### src/rtl/wg_pkg.sv
package wg_pkg;

    typedef enum logic [2:0] {
        S_IDLE,
        S_CLIMB,
        S_DESCEND,
        S_SNAP_LO,
        S_SNAP_HI,
        S_SQ_LOW,
        S_SQ_HIGH,
        S_FLAT
    } wg_state_e;

    typedef enum logic [1:0] {
        SH_TRIANGLE = 2'd0,
        SH_SAW_UP   = 2'd1,
        SH_SAW_DOWN = 2'd2,
        SH_SQUARE   = 2'd3
    } wg_shape_e;

endpackage

### src/rtl/wg_pace_timer.sv
module wg_pace_timer #(
    parameter int SEL_W      = 4,
    parameter int CNT_W      = 12,
    parameter int LIN_STEPS  = 8
) (
    input  logic             clk,
    input  logic             rst_n,
    input  logic             running,
    input  logic [SEL_W-1:0] pace_sel,
    output logic             tick
);
    localparam int EXP_BIAS = LIN_STEPS / 2;

    logic [CNT_W-1:0] interval;
    logic [CNT_W-1:0] cnt_q;

    // linear section for small selectors, power-of-two section above it
    always_comb begin
        if (int'(pace_sel) < LIN_STEPS)
            interval = CNT_W'(pace_sel) + CNT_W'(1);
        else
            interval = CNT_W'(1) << (int'(pace_sel) - EXP_BIAS);
    end

    assign tick = running && (cnt_q == interval - CNT_W'(1));

    always_ff @(posedge clk or negedge rst_n) begin
        if (!rst_n)
            cnt_q <= '0;
        else if (!running || tick)
            cnt_q <= '0;
        else
            cnt_q <= cnt_q + CNT_W'(1);
    end

    // the counter never runs past the selected interval
    a_r9_count_in_window: assert property (@(posedge clk) disable iff (!rst_n)
        (running && $past(running) && $stable(pace_sel)) |-> (cnt_q < interval));

endmodule

### src/rtl/wg_step_unit.sv
module wg_step_unit #(
    parameter int CODE_W = 10,
    parameter int STEP_W = 2
) (
    input  logic [CODE_W-1:0] code_now,
    input  logic [STEP_W-1:0] step_sel,
    input  logic [CODE_W-1:0] ceil_code,
    input  logic [CODE_W-1:0] floor_code,
    output logic [CODE_W-1:0] up_code,
    output logic              up_hit,
    output logic [CODE_W-1:0] dn_code,
    output logic              dn_hit,
    output logic              bounds_ok
);
    localparam int EXT_W = CODE_W + 1;

    logic [CODE_W-1:0] step;
    logic [EXT_W-1:0]  up_sum;
    logic [EXT_W-1:0]  dn_lim;

    assign step      = CODE_W'(step_sel) + CODE_W'(1);
    assign up_sum    = {1'b0, code_now} + {1'b0, step};
    assign dn_lim    = {1'b0, floor_code} + {1'b0, step};
    assign up_hit    = up_sum >= {1'b0, ceil_code};
    assign dn_hit    = {1'b0, code_now} <= dn_lim;
    assign up_code   = up_hit ? ceil_code : up_sum[CODE_W-1:0];
    assign dn_code   = dn_hit ? floor_code : (code_now - step);
    assign bounds_ok = ceil_code > floor_code;

endmodule

### src/rtl/wg_seq_fsm.sv
module wg_seq_fsm
    import wg_pkg::*;
#(
    parameter int CODE_W = 10
) (
    input  logic              clk,
    input  logic              rst_n,
    input  logic              run_en,
    input  logic [1:0]        shape_sel,
    input  logic              tick,
    input  logic [CODE_W-1:0] ceil_code,
    input  logic [CODE_W-1:0] floor_code,
    input  logic [CODE_W-1:0] up_code,
    input  logic              up_hit,
    input  logic [CODE_W-1:0] dn_code,
    input  logic              dn_hit,
    input  logic              bounds_ok,
    output logic              running,
    output logic [CODE_W-1:0] code_q,
    output logic              stb_q
);
    wg_state_e         state_q, state_d;
    wg_shape_e         shape;
    logic [CODE_W-1:0] code_d;
    logic [CODE_W-1:0] entry_code;
    wg_state_e         entry_state;

    assign shape   = wg_shape_e'(shape_sel);
    assign running = (state_q != S_IDLE);

    always_comb begin
        unique case (shape)
            SH_TRIANGLE, SH_SAW_UP: begin
                entry_state = S_CLIMB;
                entry_code  = floor_code;
            end
            SH_SAW_DOWN: begin
                entry_state = S_DESCEND;
                entry_code  = ceil_code;
            end
            SH_SQUARE: begin
                entry_state = S_SQ_LOW;
                entry_code  = floor_code;
            end
        endcase
    end

    always_comb begin
        state_d = state_q;
        code_d  = code_q;
        if (!run_en) begin
            state_d = S_IDLE;
        end else if (state_q == S_IDLE) begin
            if (bounds_ok) begin
                state_d = entry_state;
                code_d  = entry_code;
            end else begin
                state_d = S_FLAT;
                code_d  = floor_code;
            end
        end else if (tick) begin
            if (!bounds_ok) begin
                if (state_q != S_FLAT) begin
                    state_d = S_FLAT;
                    code_d  = floor_code;
                end
            end else begin
                unique case (state_q)
                    S_CLIMB: begin
                        code_d = up_code;
                        if (up_hit)
                            state_d = (shape == SH_SAW_UP) ? S_SNAP_LO : S_DESCEND;
                    end
                    S_DESCEND: begin
                        code_d = dn_code;
                        if (dn_hit)
                            state_d = (shape == SH_SAW_DOWN) ? S_SNAP_HI : S_CLIMB;
                    end
                    S_SNAP_LO: begin
                        code_d  = floor_code;
                        state_d = S_CLIMB;
                    end
                    S_SNAP_HI: begin
                        code_d  = ceil_code;
                        state_d = S_DESCEND;
                    end
                    S_SQ_LOW: begin
                        code_d  = ceil_code;
                        state_d = S_SQ_HIGH;
                    end
                    S_SQ_HIGH: begin
                        code_d  = floor_code;
                        state_d = S_SQ_LOW;
                    end
                    S_FLAT: begin
                        code_d  = entry_code;
                        state_d = entry_state;
                    end
                    S_IDLE: begin
                        state_d = S_IDLE;
                    end
                endcase
            end
        end
    end

    // state register
    always_ff @(posedge clk or negedge rst_n) begin
        if (!rst_n)
            state_q <= S_IDLE;
        else
            state_q <= state_d;
    end

    // output registers
    always_ff @(posedge clk or negedge rst_n) begin
        if (!rst_n) begin
            code_q <= '0;
            stb_q  <= 1'b0;
        end else begin
            code_q <= code_d;
            stb_q  <= (code_d != code_q);
        end
    end

    // strobe only when the code moved
    a_r11_stb_means_change: assert property (@(posedge clk) disable iff (!rst_n)
        stb_q |-> (code_q != $past(code_q)));

    // every code change is strobed
    a_r11_change_means_stb: assert property (@(posedge clk) disable iff (!rst_n)
        (code_q != $past(code_q)) |-> stb_q);

    // a low run control freezes the code
    a_r1_frozen_when_stopped: assert property (@(posedge clk) disable iff (!rst_n)
        !$past(run_en) |-> !stb_q);

    // the flat state never moves the code
    a_r10_flat_holds: assert property (@(posedge clk) disable iff (!rst_n)
        (state_q == S_FLAT && $past(state_q) == S_FLAT) |-> $stable(code_q));

    // ramp states stay inside unchanged bounds
    a_r8_in_bounds: assert property (@(posedge clk) disable iff (!rst_n)
        ((state_q == S_CLIMB || state_q == S_DESCEND) && $stable(ceil_code)
         && $stable(floor_code) && $past(state_q) != S_IDLE && $past(bounds_ok))
        |-> (code_q >= floor_code && code_q <= ceil_code));

endmodule

### src/rtl/wavegen_seq.sv
module wavegen_seq #(
    parameter int CODE_W    = 10,
    parameter int STEP_W    = 2,
    parameter int PACE_W    = 4,
    parameter int TIMER_W   = 12,
    parameter int LIN_STEPS = 8
) (
    input  logic              clk,
    input  logic              rst_n,
    input  logic              run_en,
    input  logic [1:0]        shape_sel,
    input  logic [STEP_W-1:0] step_sel,
    input  logic [PACE_W-1:0] pace_sel,
    input  logic [CODE_W-1:0] code_hi,
    input  logic [CODE_W-1:0] code_lo,
    output logic [CODE_W-1:0] code_out,
    output logic              update_stb
);
    logic              running;
    logic              tick;
    logic [CODE_W-1:0] up_code;
    logic [CODE_W-1:0] dn_code;
    logic              up_hit;
    logic              dn_hit;
    logic              bounds_ok;

    wg_pace_timer #(
        .SEL_W     (PACE_W),
        .CNT_W     (TIMER_W),
        .LIN_STEPS (LIN_STEPS)
    ) u_timer (
        .clk      (clk),
        .rst_n    (rst_n),
        .running  (running),
        .pace_sel (pace_sel),
        .tick     (tick)
    );

    wg_step_unit #(
        .CODE_W (CODE_W),
        .STEP_W (STEP_W)
    ) u_step (
        .code_now   (code_out),
        .step_sel   (step_sel),
        .ceil_code  (code_hi),
        .floor_code (code_lo),
        .up_code    (up_code),
        .up_hit     (up_hit),
        .dn_code    (dn_code),
        .dn_hit     (dn_hit),
        .bounds_ok  (bounds_ok)
    );

    wg_seq_fsm #(
        .CODE_W (CODE_W)
    ) u_fsm (
        .clk        (clk),
        .rst_n      (rst_n),
        .run_en     (run_en),
        .shape_sel  (shape_sel),
        .tick       (tick),
        .ceil_code  (code_hi),
        .floor_code (code_lo),
        .up_code    (up_code),
        .up_hit     (up_hit),
        .dn_code    (dn_code),
        .dn_hit     (dn_hit),
        .bounds_ok  (bounds_ok),
        .running    (running),
        .code_q     (code_out),
        .stb_q      (update_stb)
    );

    // reset values
    always_comb begin
        if (!rst_n) begin
            a_r12_reset_quiet: assert (update_stb == 1'b0);
        end
    end

endmodule

### config.mk
export PLATFORM = sky130hd
export DESIGN_NAME = wavegen_seq
export DESIGN_NICKNAME = d
export VERILOG_FILES = /design/src/rtl/wg_pkg.sv /design/src/rtl/wg_pace_timer.sv /design/src/rtl/wg_step_unit.sv /design/src/rtl/wg_seq_fsm.sv /design/src/rtl/wavegen_seq.sv
export SDC_FILE = /design/constraint.sdc
export NUM_CORES = 1
export LEC_CHECK = 0
export ABC_CLOCK_PERIOD_IN_PS = 5800
export BUFFER_PORTS_ARGS = -buffer_cell sky130_fd_sc_hd__buf_2
export CORE_UTILIZATION = 60
export CTS_CLUSTER_SIZE = 28
export DETAILED_ROUTE_END_ITERATION = 10
export GPL_TIMING_DRIVEN = 0
export PLACE_DENSITY = 0.81
export REMOVE_ABC_BUFFERS = 1
export SLEW_MARGIN = 20
export SYNTH_ARGS = -nofsm -noshare
export SYNTH_HDL_FRONTEND = slang
export SYNTH_SLANG_ARGS = --single-unit
export TNS_END_PERCENT = 50
### constraint.sdc
create_clock -name clk -period 5.8 [get_ports clk]
set_input_delay 0.29 -clock clk [delete_from_list [all_inputs] [get_ports clk]]
set_output_delay 0.29 -clock clk [all_outputs]
set_load 0.05 [all_outputs]
==> results by group <==
Die
  • Initial Util: between 60 and 70%
  • Core ar.: around 7400 sq um
  • Die ar.: roughly 8200 sq um
  • Height of the chip: 90.7 microns
  • Die X: 90.7 microns
  • Standard-cell row count: 31
  • I/O Pins: 42

Placement
  • Placed Instances: 736
  • GPL Wtd Cong: 1.04
  • Port Buffers: 41
  • Final HPWL DP: 11400 microns

Global routing
  • Grt total ovfl: 0
  • Initial antenna violation count: 0
  • Total GRT Usage: 36.4%
  • First-pass GRT wire length: 24000 microns
  • Largest net degree at the start of global routing: 27
  • Vias in the first global route: about 4700

Setup path
  • Arrival time worst endpoint: 5.36 ns
  • Kind of critical path: input pin to flip-flop
  • Reg2reg setup slack: 0.88 ns
  • CP Max Fanout: 4
  • Critical Path RT: just under 6 ns
  • Crit start category: input pin
  • Reg2reg start: u_fsm.code_q[1]
  • R2R depth: 17
  • Crit path capture type: flip-flop
  • R2R Path End: u_fsm.stb_q
  • CP startpoint: step_sel[0]

Synth
  • Yosys warns: 0
  • Synth cell types: 84
  • Async set-reset flop share out of synthesis: 100%
  • Mapped cell area: 4720 sq um
  • Cells after Synth: between 600 and 700
  • Register area share after synthesis: 13.8%
  • Synthesized area per cell: 7.46 sq um
  • Main synth FF type: dfrtp_1
  • Register bit count reported by yosys: 26
  • Post-synth EDFFs: 0

Timing
  • Hold Fails Final Rpt: 6
  • Slew Limit Fails: 0
  • Setup Viol. Count Final: 0
  • Hold WS: -0.00586 ns
  • Unrepaired setup endpoints after global routing: false
  • Worst Skew: between 0.01 and 0.015 ns
  • Worst-Margin Slew: 0.894 ns
  • Fmax: around 0.19 GHz
  • Final Cycle Share: 90.1%
  • Worst slew margin: 40.4%
  • Post-route minimum period: 5.22 ns

Final layout
  • Share of post-route cells with drive strength above 1: a little under an eighth
  • Most frequent cells in the layout: nand2_1, nor2_1, ha_1
  • Commonest non-fill, non-tap cell in the layout: nand2_1
  • Number of diodes: 0
  • Area Overhead vs Synth: 6.51%
  • Layout Nets: 725
  • Layout Cells excl Fill: 744

Detailed routing
  • First-pass iteration count of the detailed router: 5
  • Avg WL per Cell: 20.2 microns
  • ANT nets after route: 0
  • DRC viols: 0
  • 1st-iter DRT viols: 603
  • Final WL: 15000 microns
  • Number of vias per cell: 7.03
  • Vias: 5234

Clock network
  • Hold_buf cts: 0
  • Clock sink total: 26
  • Skew-Pair Late Insertion Delay: ~0.28 ns
  • Post-CTS Setup Bufs: 0
  • CTS Buf Count: 3
  • Reg clk slew, reported paths: ~0.10 ns
  • H-tree levels: 1
  • Post-CTS sizing: 0
  • CTS max path bufs: 2
  • Clk Tree Root Cell: clkbuf_8
  • TritonCTS clock tree: done

Power and ir drop
  • Max rail drop VDD: ~270 uV
  • Static leakage: around 0.0022 uW
  • Overall Power: about 2100 uW
  • Power per cell area: ~420 nW/um^2

Flow run
  • Max-cap violations: 0

Run status
  • Failing checks: hold timing
  • Outcome: finished, violations left

Hold path
  • Hold/Removal Path Class: input pin to asynchronous set/reset pin
## Yosys cell counts (5+ instances only)
cell	number	area, sq um
nand2b_1	6	37.5
nand2_1	59	221
nor2_1	46	173
a21o_1	10	75.1
mux2i_1	16	160
xnor2_1	30	263
o21ai_0	30	150
a21oi_1	32	160
and3_1	10	62.6
nand3_1	25	125
and2_1	5	31.3
buf_1	5	18.8
a211oi_1	10	75.1
nor2b_1	10	62.6
o22ai_1	10	62.6
o32ai_1	8	70.1
ha_1	45	563
or3_1	5	31.3
nand4_1	9	56.3
nor4_1	6	37.5
nor3_1	26	130
xor2_1	15	131
clkbuf_1	28	105
inv_1	38	143
o211ai_1	11	82.6
a31oi_1	10	62.6
dfrtp_1	26	651
## layer usage
| layer | track usage (%) | share of wire [%] | vias to the layer above |
|---|---|---|---|
| met5 | 0 | 0 | - |
| met4 | 10.6 | 2.9 | 0 |
| met3 | 4.04 | 9.7 | 44 |
| met2 | 55.9 | 43 | 333 |
| met1 | 53.2 | 44 | 2454 |
| li1 | - | - | 2403 |
## state kept, by name, summed over array words and instances (netlist names)
name	count
u_fsm.code_q	10
u_fsm.state_q	3
u_fsm.stb_q	1
u_timer.cnt_q	12
## worst max-delay path, cell delays in order
cell and delay (ns):
buf_2 0.11, ha_1 0.37, inv_1 0.13, fa_1 0.46, nor2b_1 0.17, nor2_1 0.05, nor3_1 0.46, nand4_1 0.21
xnor2_1 0.16, ha_1 0.30, nand3_1 0.15, a211o_1 0.27, o211a_1 0.16, a211oi_4 0.24, buf_4 0.19, o311ai_0 0.13
o21ai_0 0.42, o22ai_1 0.13, o31a_1 0.32, a2111oi_0 0.42, o2111ai_1 0.22
## power by group
| group | switching [uW] | total, uW | internal, uW |
|---|---|---|---|
| Clock | 61.9 | 154 | 92.5 |
| Sequential | 227 | 461 | 234 |
| Combinational | 930 | 1500 | 573 |
| Total | 1220 | 2120 | 900 |
## cells by family after synthesis
kind of cell               synth area share (%)
buffers and inverters                      6.83
and+or+nand+nor                            24.3
xor gates and xnor gates                   8.34
muxes                                      3.63
AOI/OAI and AO/OA                          29.9
DFF                                        13.8
adders and majority gates                  13.2
## per-stage QoR
step | instance area, sq um | TNS, ns | worst slack (ns) | utilization (%)
final | 5030 | 0 | 0.575 | 67.6
after detailed placement | 4920 | -0.0348 | -0.0348 | 66.0
after global routing | 5030 | 0 | 0.194 | 67.6
after CTS | 4990 | 0 | 0.236 | 67.0
after global placement | 4880 | -0.347 | -0.347 | 65.6
after floorplan | 4560 | 0 | 1.00 | -
## worst max-delay path by stage
| stage | to | cells past startpoint | slack [ns] |
|---|---|---|---|
| 6_report | u_fsm.stb_q | 21 | 0.58 |
| 5_1_grt | u_fsm.stb_q | 21 | 0.19 |
| 4_1_cts | u_fsm.stb_q | 20 | 0.24 |
| 3_5_place_dp | u_fsm.stb_q | 20 | -0.03 |
| 3_3_place_gp | u_fsm.stb_q | 20 | -0.35 |
| 2_1_floorplan | u_fsm.stb_q | 20 | 1.00 |
## final cells by class
| type | instances | area (sq um) |
|---|---|---|
| Timing Repair Buffer | 47 | 267 |
| Clock inverter | 1 | 30.0 |
| Fill cell | 663 | 2410 |
| Sequential cell | 26 | 651 |
| Tap cell | 99 | 124 |
| Clock buffer | 3 | 41.3 |
| Multi-Input combinational cell | 527 | 3770 |
| Inverter | 41 | 154 |
Power figures use the tool's default switching activity.
